## config.mk

```make
export PLATFORM = sky130hd
export DESIGN_NAME = hcmp_unit
export DESIGN_NICKNAME = d
export VERILOG_FILES = /design/src/rtl/hcmp_pkg.sv /design/src/rtl/hcmp_decode.sv /design/src/rtl/hcmp_classify.sv /design/src/rtl/hcmp_relate.sv /design/src/rtl/hcmp_unit.sv
export SDC_FILE = /design/constraint.sdc
export NUM_CORES = 1
export LEC_CHECK = 0
export BUFFER_PORTS_ARGS = -buffer_cell sky130_fd_sc_hd__buf_2
export CORE_AREA = 2 2 56 58
export DETAILED_ROUTE_END_ITERATION = 10
export DIE_AREA = 0 0 58 60
export PLACE_DENSITY = 0.85
export SLEW_MARGIN = 25
export SYNTH_ARGS = -nofsm -noshare
export SYNTH_HDL_FRONTEND = slang
export SYNTH_SLANG_ARGS = --single-unit
```

## constraint.sdc

```tcl
create_clock -name clk -period 2.8 [get_ports clk]
set_clock_uncertainty 0.15 [all_clocks]
set_input_delay 0.56 -clock clk [delete_from_list [all_inputs] [get_ports clk]]
set_output_delay 0.56 -clock clk [all_outputs]
set_load 0.03 [all_outputs]
```

## src/rtl/hcmp_pkg.sv

```systemverilog
package hcmp_pkg;

    localparam int EXP_W = 5;
    localparam int MAN_W = 10;
    localparam int HW    = 1 + EXP_W + MAN_W;
    localparam int MAG_W = HW - 1;

    localparam logic [4:0] FC_EQ  = 5'h04;
    localparam logic [4:0] FC_GE  = 5'h14;
    localparam logic [4:0] FC_AGE = 5'h15;
    localparam logic [4:0] FC_GT  = 5'h1C;
    localparam logic [4:0] FC_AGT = 5'h1D;

    typedef enum logic [2:0] {
        OP_EQ,
        OP_GE,
        OP_GT,
        OP_AGE,
        OP_AGT,
        OP_NONE
    } cmp_op_e;

    typedef enum logic {
        FLAG_CLEAN,
        FLAG_RAISED
    } flag_state_e;

    typedef struct packed {
        logic             is_nan;
        logic             is_snan;
        logic             is_zero;
        logic             sign;
        logic [MAG_W-1:0] mag;
    } opnd_t;

endpackage

```

## src/rtl/hcmp_decode.sv

```systemverilog
module hcmp_decode
    import hcmp_pkg::*;
(
    input  logic [4:0] func,
    output logic       known,
    output logic       use_abs,
    output logic       signaling,
    output logic       want_eq,
    output logic       want_gt
);

    cmp_op_e op;

    always_comb begin
        case (func)
            FC_EQ:   op = OP_EQ;
            FC_GE:   op = OP_GE;
            FC_AGE:  op = OP_AGE;
            FC_GT:   op = OP_GT;
            FC_AGT:  op = OP_AGT;
            default: op = OP_NONE;
        endcase
    end

    always_comb begin
        known     = 1'b1;
        use_abs   = 1'b0;
        signaling = 1'b1;
        want_eq   = 1'b0;
        want_gt   = 1'b0;
        unique case (op)
            OP_EQ: begin
                signaling = 1'b0;
                want_eq   = 1'b1;
            end
            OP_GE: begin
                want_eq = 1'b1;
                want_gt = 1'b1;
            end
            OP_GT: begin
                want_gt = 1'b1;
            end
            OP_AGE: begin
                use_abs = 1'b1;
                want_eq = 1'b1;
                want_gt = 1'b1;
            end
            OP_AGT: begin
                use_abs = 1'b1;
                want_gt = 1'b1;
            end
            default: begin
                known     = 1'b0;
                signaling = 1'b0;
            end
        endcase
    end

endmodule

```

## src/rtl/hcmp_classify.sv

```systemverilog
module hcmp_classify
    import hcmp_pkg::*;
(
    input  logic [HW-1:0] raw,
    input  logic          clear_sign,
    output opnd_t         info
);

    logic [EXP_W-1:0] exp_f;
    logic [MAN_W-1:0] man_f;
    logic             exp_max;
    logic             man_nz;

    always_comb begin
        exp_f   = raw[HW-2 -: EXP_W];
        man_f   = raw[MAN_W-1:0];
        exp_max = &exp_f;
        man_nz  = |man_f;

        info.sign    = raw[HW-1] & ~clear_sign;
        info.mag     = raw[MAG_W-1:0];
        info.is_nan  = exp_max & man_nz;
        info.is_snan = exp_max & man_nz & ~man_f[MAN_W-1];
        info.is_zero = ~|raw[MAG_W-1:0];
    end

endmodule

```

## src/rtl/hcmp_relate.sv

```systemverilog
module hcmp_relate
    import hcmp_pkg::*;
(
    input  opnd_t lhs,
    input  opnd_t rhs,
    output logic  unordered,
    output logic  equal,
    output logic  greater
);

    logic [HW-1:0] key_l;
    logic [HW-1:0] key_r;

    function automatic logic [HW-1:0] order_key(input opnd_t v);
        logic [HW-1:0] k;
        if (v.is_zero)
            k = {1'b1, {MAG_W{1'b0}}};
        else if (v.sign)
            k = {1'b0, ~v.mag};
        else
            k = {1'b1, v.mag};
        return k;
    endfunction

    always_comb begin
        key_l     = order_key(lhs);
        key_r     = order_key(rhs);
        unordered = lhs.is_nan | rhs.is_nan;
        equal     = ~unordered & (key_l == key_r);
        greater   = ~unordered & (key_l > key_r);
    end

endmodule

```

## src/rtl/hcmp_unit.sv

```systemverilog
module hcmp_unit
    import hcmp_pkg::*;
#(
    parameter int MASK_W = 16
) (
    input  logic              clk,
    input  logic              rst_n,
    input  logic              in_valid,
    input  logic [15:0]       op_a,
    input  logic [15:0]       op_b,
    input  logic [4:0]        func,
    input  logic              clr_invalid,
    output logic              out_valid,
    output logic [MASK_W-1:0] mask,
    output logic              invalid_sticky,
    output logic              bad_code
);

    localparam int N_OPND = 2;

    logic known, use_abs, signaling, want_eq, want_gt;
    logic unordered, rel_eq, rel_gt;
    logic hit, raise;

    logic [HW-1:0] raw_in [N_OPND];
    opnd_t         info   [N_OPND];

    flag_state_e state_q, state_d;

    logic              valid_q;
    logic [MASK_W-1:0] mask_q;
    logic              bad_q;

    hcmp_decode u_decode (
        .func      (func),
        .known     (known),
        .use_abs   (use_abs),
        .signaling (signaling),
        .want_eq   (want_eq),
        .want_gt   (want_gt)
    );

    assign raw_in[0] = op_a;
    assign raw_in[1] = op_b;

    for (genvar g = 0; g < N_OPND; g++) begin : g_opnd
        hcmp_classify u_classify (
            .raw        (raw_in[g]),
            .clear_sign (use_abs),
            .info       (info[g])
        );
    end

    hcmp_relate u_relate (
        .lhs       (info[0]),
        .rhs       (info[1]),
        .unordered (unordered),
        .equal     (rel_eq),
        .greater   (rel_gt)
    );

    always_comb begin
        hit   = known & ~unordered & ((want_eq & rel_eq) | (want_gt & rel_gt));
        raise = in_valid & known &
                (signaling ? (info[0].is_nan  | info[1].is_nan)
                           : (info[0].is_snan | info[1].is_snan));
    end

    // Sticky invalid flag: state register
    always_ff @(posedge clk) begin
        if (!rst_n)
            state_q <= FLAG_CLEAN;
        else
            state_q <= state_d;
    end

    // Sticky invalid flag: next state
    always_comb begin
        state_d = state_q;
        unique case (state_q)
            FLAG_CLEAN: begin
                if (raise)
                    state_d = FLAG_RAISED;
            end
            FLAG_RAISED: begin
                if (clr_invalid && !raise)
                    state_d = FLAG_CLEAN;
            end
        endcase
    end

    // Result register
    always_ff @(posedge clk) begin
        if (!rst_n) begin
            valid_q <= 1'b0;
            mask_q  <= '0;
            bad_q   <= 1'b0;
        end else begin
            valid_q <= in_valid;
            mask_q  <= {MASK_W{in_valid & hit}};
            bad_q   <= in_valid & ~known;
        end
    end

    assign out_valid      = valid_q;
    assign mask           = mask_q;
    assign bad_code       = bad_q;
    assign invalid_sticky = (state_q == FLAG_RAISED);

endmodule

```

==> flow_metrics.tcl, run 1 <==
set metrics [dict create \
    status "finished, violations left" \
    violations "setup timing" \
    die_h_um 60 \
    intPower_w 0.000254 \
    cp.required_ps 2760 \
    clkSlewWorstSetupHoldPaths_ps 40 \
    critPathMaxFanout 7 \
    yosysSeqAreaShare_pct 6.84 \
    reg2reg_depth 4 \
    max_slew.worst_pin.slew_ps 317 \
    clock_latency_ps 230 \
    remaining_drc_errors 0 \
    wl_met3_um 190 \
    grt_pass1_vias 1416 \
    end_kind "register" \
    yosysWarnings 0 \
    whs_path_depth 3 \
    grt_use_total_pct 20.4 \
    routed_wl_um 3550 \
    start_util_pct 40.3 \
    power_density_nw_per_um2 228 \
    dp_cells 278 \
    fin_crit_sh_pct 109 \
    grt_max_degree 17 \
    cts_tree "done" \
    period_needed_ps 3040 \
    fmax_mhz 329 \
    ctsHtreeMaxLevel 1 \
    cts.path.max_buffers 2 \
    wl_met1_um 1290 \
    numCtsBuffers 3 \
    die_area_sq_um 3480 \
    syn_nets 217 \
    grt_pass1_wl_um 5470 \
    cts_root_buf "clkbuf_4" \
    setup_slack_ps -239 \
    firstDrtPassIters 4 \
    antenna_found_initial 0 \
    swShare_pct 39.0 \
    maxCapViolCount 0 \
    wl_met2_um 2020 \
    route.top_layer_used "met4" \
    worstSetupPathType "in2reg" \
    r2r-end "invalid_sticky" \
    start_kind "input port" \
    setup-violations-final 1 \
    regArea_sq_um 80.1 \
    numClockSinks 4 \
    synth_seq_cells 4 \
    nets 307 \
    rsz0062_at_grt "yes" \
    multi_input_area_sq_um 1000 \
    layout-drive-gt1-share_pct 48.0 \
    pwr-share-comb_pct 69.1 \
    gp_congestion 0.889 \
    syn_area_sq_um 1170 \
    critical_path.startpoint "op_b[10]" \
    hpwl_um 2970 \
    synthCells 160 \
    gr-total-overflow 0 \
    avgSynthCellArea_sq_um 7.32 \
    timing.hold.ws_ps 423 \
    ant_nets 0 \
    hp-class "in2reg" \
    r2r_setup_slack_ps 1760 \
    viasPerCell 5.18 \
    power_frac_seq_pct 14.3 \
    r2r_start "invalid_sticky" \
    leakagePower_nw 0.982 \
    num_io_pins 60 \
    dpl_cell_area_sq_um 1720 \
    hold_start "in_valid" \
    final_util_pct 62.7 \
    drt-initial-drc-count 22 \
    finalHoldViolations 0 \
    antenna_cells 0 \
    synth_cell_types 37 \
    coreArea_sq_um 2900 \
    fillCellCount 268 \
    maxSlewViolCount 0 \
    routedWlPerCell_um 12.6 \
    slew_headroom_pct 78.8 \
    clockPowerShare_pct 16.6 \
    vias 1455 \
    portBuffers 59 \
    hold_buffers 0 \
    rows 20 \
    area_growth_pct 55.3 \
    fin_area_sq_um 1820 \
    finalPower_w 0.000416 \
    irDropWorstVdd_uv 194 \
    worst_ep_arrival_time_ps 2990 \
    switchingPower_w 0.000162 \
    holdPathEnd "out_valid" \
    instances_no_fill 281 \
    die-width_um 58 \
]
-- flip-flops by register name, summed over array words and instances, names as in the netlist --
register and cells:
bad_code 1, mask 1, out_valid 1, invalid_sticky 1
-- timing repair --
action                                  CTS  global route
endpoints found under the setup margin    1             1
gates cloned                              0             0
resized for setup                         6            10
setup buffers                             0             0
pin swaps                                 0             5
-- synth_stat cells, drive strengths merged --
master  number  area [sq um]
nand2       26           119
buf         19           139
nor2        18          67.6
ha          16           200
xnor2       11          96.3
xor2        10          87.6
a21oi        8          40.0
nand3        6          30.0
o21ai        6          30.0
mux2i        5          50.1
nor4         5          31.3
dfxtp        4          80.1
nand4        3          18.8
nor2b        3          26.3
a21o         2          15.0
and3b        2          17.5
or4          2          15.0
a21boi       1          7.51
a221o        1          10.0
a22oi        1          7.51
and2         1          6.26
and4         1          8.76
inv          1          3.75
nand2b       1          6.26
nor3         1          5.00
o211ai       1          7.51
o21bai       1          7.51
o221a        1          11.3
o311ai       1          8.76
or2          1          6.26
or3          1          11.3
-- power by group through the flow --
stage	logic [W]	clock network [W]	registers, W
2_1_floorplan	0.000139	0	0.0000639
3_3_place_gp	0.000256	0	0.0000603
3_5_place_dp	0.000270	0	0.0000603
4_1_cts	0.000277	0.0000742	0.0000594
5_1_grt	0.000314	0.0000749	0.0000595
6_report	0.000287	0.0000690	0.0000594
-- stage by stage --
stage	setup WS, ps	TNS [ps]
finish	-239	-239
global route	-336	-336
CTS	-219	-219
detailed placement	-544	-544
global placement	-432	-432
floorplan	-143	-143
-- metal layers --
metal	vias to the layer above	global-route usage (%)
li1	729	-
met1	652	19.4
met2	68	43.0
met3	6	2.16
met4	0	8.97
met5	-	0
-- layout by cell type, fill, tap and decap left out, drive strengths merged, types with 2 or more instances in the layout --
cell type / count
nor4: 5
o21ai: 6
xnor2: 11
and3b: 2
buf: 104
nand3: 6
dfxtp: 4
nand4: 3
nor2b: 3
nor2: 18
a21o: 2
nand2: 26
clkbuf: 3
a21oi: 8
mux2i: 5
or4: 2
xor2: 10
ha: 16
-- area by class of cell --
type | count | share of cell area (%)
Multi-Input combinational cell | 136 | 55.2
Sequential cell | 4 | 4.40
Clock buffer | 3 | 1.24
Tap cell | 33 | 2.27
Timing Repair Buffer | 104 | 36.7
Inverter | 1 | 0.206
-- worst max-delay path, cell delays in order --
cell and delay [ps]:
buf_2 100, or4_1 500, or3_4 380, nor2b_4 160
mux2i_1 150, ha_1 280, nand4_1 130, nor2_1 70
a221o_1 310, o311ai_1 230, a21oi_1 100
-- logic make-up after synthesis --
logic type	synth area share [%]
AO/OA/AOI/OAI	12.4
flip-flops	6.84
buffers and inverters	12.2
adder cells (fa/ha/maj)	17.1
AND/OR/NAND/NOR	31.5
multiplexers	4.27
XOR/XNOR	15.7
-- worst max path at each step --
stage | end | slack (ps) | depth (start not counted)
floorplan | mask[0] | -140 | 10
global placement | mask[0] | -430 | 12
detailed placement | mask[0] | -540 | 12
CTS | mask[0] | -220 | 12
global route | mask[0] | -340 | 12
finish | mask[0] | -240 | 11
Note: power is estimated with default switching activity, not from simulation.
==> inputs of run 2 (changes only) <==
REMOVE_ABC_BUFFERS = 1   (was unset)
==> run 2 against run 1 <==
The flow still finishes with violations (setup timing). Critical endpoint unchanged. First-iteration DRC count up 82%. Sequential power about the same. Register-to-register slack is essentially flat.
==> flow_metrics.tcl, run 2 (synthesized netlist as in run 1, its figures left out) <==
set metrics [dict create \
    hpwl_um 2910 \
    instances_no_fill 287 \
    gr-total-overflow 0 \
    numCtsBuffers 3 \
    max_slew.worst_pin.slew_ps 334 \
    fin_crit_sh_pct 109 \
    grt_pass1_vias 1397 \
    violations "setup timing" \
    finalHoldViolations 0 \
    whs_path_depth 3 \
    rows 20 \
    clock_latency_ps 230 \
    viasPerCell 5.23 \
    hold_start "in_valid" \
    reg2reg_depth 4 \
    r2r_setup_slack_ps 1760 \
    vias 1500 \
    antenna_found_initial 0 \
    maxSlewViolCount 0 \
    grt_max_degree 17 \
    start_util_pct 40.3 \
    routedWlPerCell_um 12.2 \
    rsz0062_at_grt "yes" \
    portBuffers 59 \
    setup-violations-final 1 \
    maxCapViolCount 0 \
    final_cell_mix "56 x buf_2, 50 x buf_4, 23 x nand2_1" \
    area_growth_pct 59.9 \
    start_kind "input port" \
    leakagePower_nw 1.01 \
    irDropWorstVdd_uv 197 \
    die-width_um 58 \
    cts_tree "done" \
    critical_path.startpoint "op_b[10]" \
    die_area_sq_um 3480 \
    firstDrtPassIters 4 \
    power_density_nw_per_um2 226 \
    dp_cells 281 \
    r2r_start "invalid_sticky" \
    end_kind "register" \
    ant_nets 0 \
    num_io_pins 60 \
    tns_ps -262 \
    worstSetupPathType "in2reg" \
    nets 313 \
    cts_root_buf "clkbuf_4" \
    layout-drive-gt1-share_pct 50.0 \
    place_ws_ps -580 \
    grt_pass1_wl_um 5430 \
    numClockSinks 4 \
    critPathMaxFanout 5 \
    ctsHtreeMaxLevel 1 \
    clkSlewWorstSetupHoldPaths_ps 40 \
    status "finished, violations left" \
    final_util_pct 64.5 \
    setup_slack_ps -262 \
    routed_wl_um 3510 \
    worst_ep_arrival_time_ps 3020 \
    die_h_um 60 \
    cp.required_ps 2750 \
    fmax_mhz 327 \
    final_common_cell "buf_2" \
    remaining_drc_errors 0 \
    antenna_cells 0 \
    gp_congestion 0.877 \
    period_needed_ps 3060 \
    drt-initial-drc-count 40 \
    cts.path.max_buffers 2 \
    coreArea_sq_um 2900 \
    grt_use_total_pct 19.7 \
    hp-class "in2reg" \
    slew_headroom_pct 77.7 \
]
-- run 2: metal layers --
layer	part of all wire, %	GRT usage (%)	vias up
met4	2.1	5.32	0
met2	53	41.7	60
met1	38	19.9	693
met5	0	0	-
li1	-	-	739
met3	6.6	2.16	8
-- run 2: path summary, 6_finish.rpt --
kind	endpoint
worst min register to register	invalid_sticky
worst min-delay path	out_valid
worst max-delay path	mask[0]
worst max register to register	invalid_sticky
-- run 2: power breakdown --
group | switching (W) | total [W] | leakage (nW) | internal [W]
Sequential | 0.000000440 | 0.0000595 | 0.0327 | 0.0000590
Combinational | 0.000142 | 0.000294 | 0.966 | 0.000152
Clock | 0.0000223 | 0.0000702 | 0.0138 | 0.0000479
-- run 2: final cells by class --
cell class	count	area [sq um]
Fill cell	263	1030
Clock buffer	3	22.5
Tap cell	33	41.3
Timing Repair Buffer	110	709
Sequential cell	4	80.1
Multi-Input combinational cell	136	1020
Inverter	1	3.75
-- run 2: through the flow --
step / hold slack (ps) / area, sq um / power (W)
3_5_place_dp: 546 / 1740 / 0.000328
6_report: 428 / 1870 / 0.000424
4_1_cts: 420 / 1850 / 0.000414
3_3_place_gp: 551 / 1740 / 0.000319
2_1_floorplan: 540 / 1030 / 0.000200
5_1_grt: 439 / 1870 / 0.000454
-- run 2: critical path, cell delays in order --
cell,delay (ps)
buf_6,90
or4_1,500
or3_4,340
nor2b_4,150
mux2i_1,170
ha_1,270
nand4_1,160
nor2_1,80
a221o_1,340
o311ai_2,230
a21oi_1,110
-- run 2: timing repair --
item,4_1_cts,5_1_grt
pin swaps,6,5
endpoints found under the setup margin,1,1
hold buffers,0,0
gates resized for setup,11,3
setup buffers,1,2
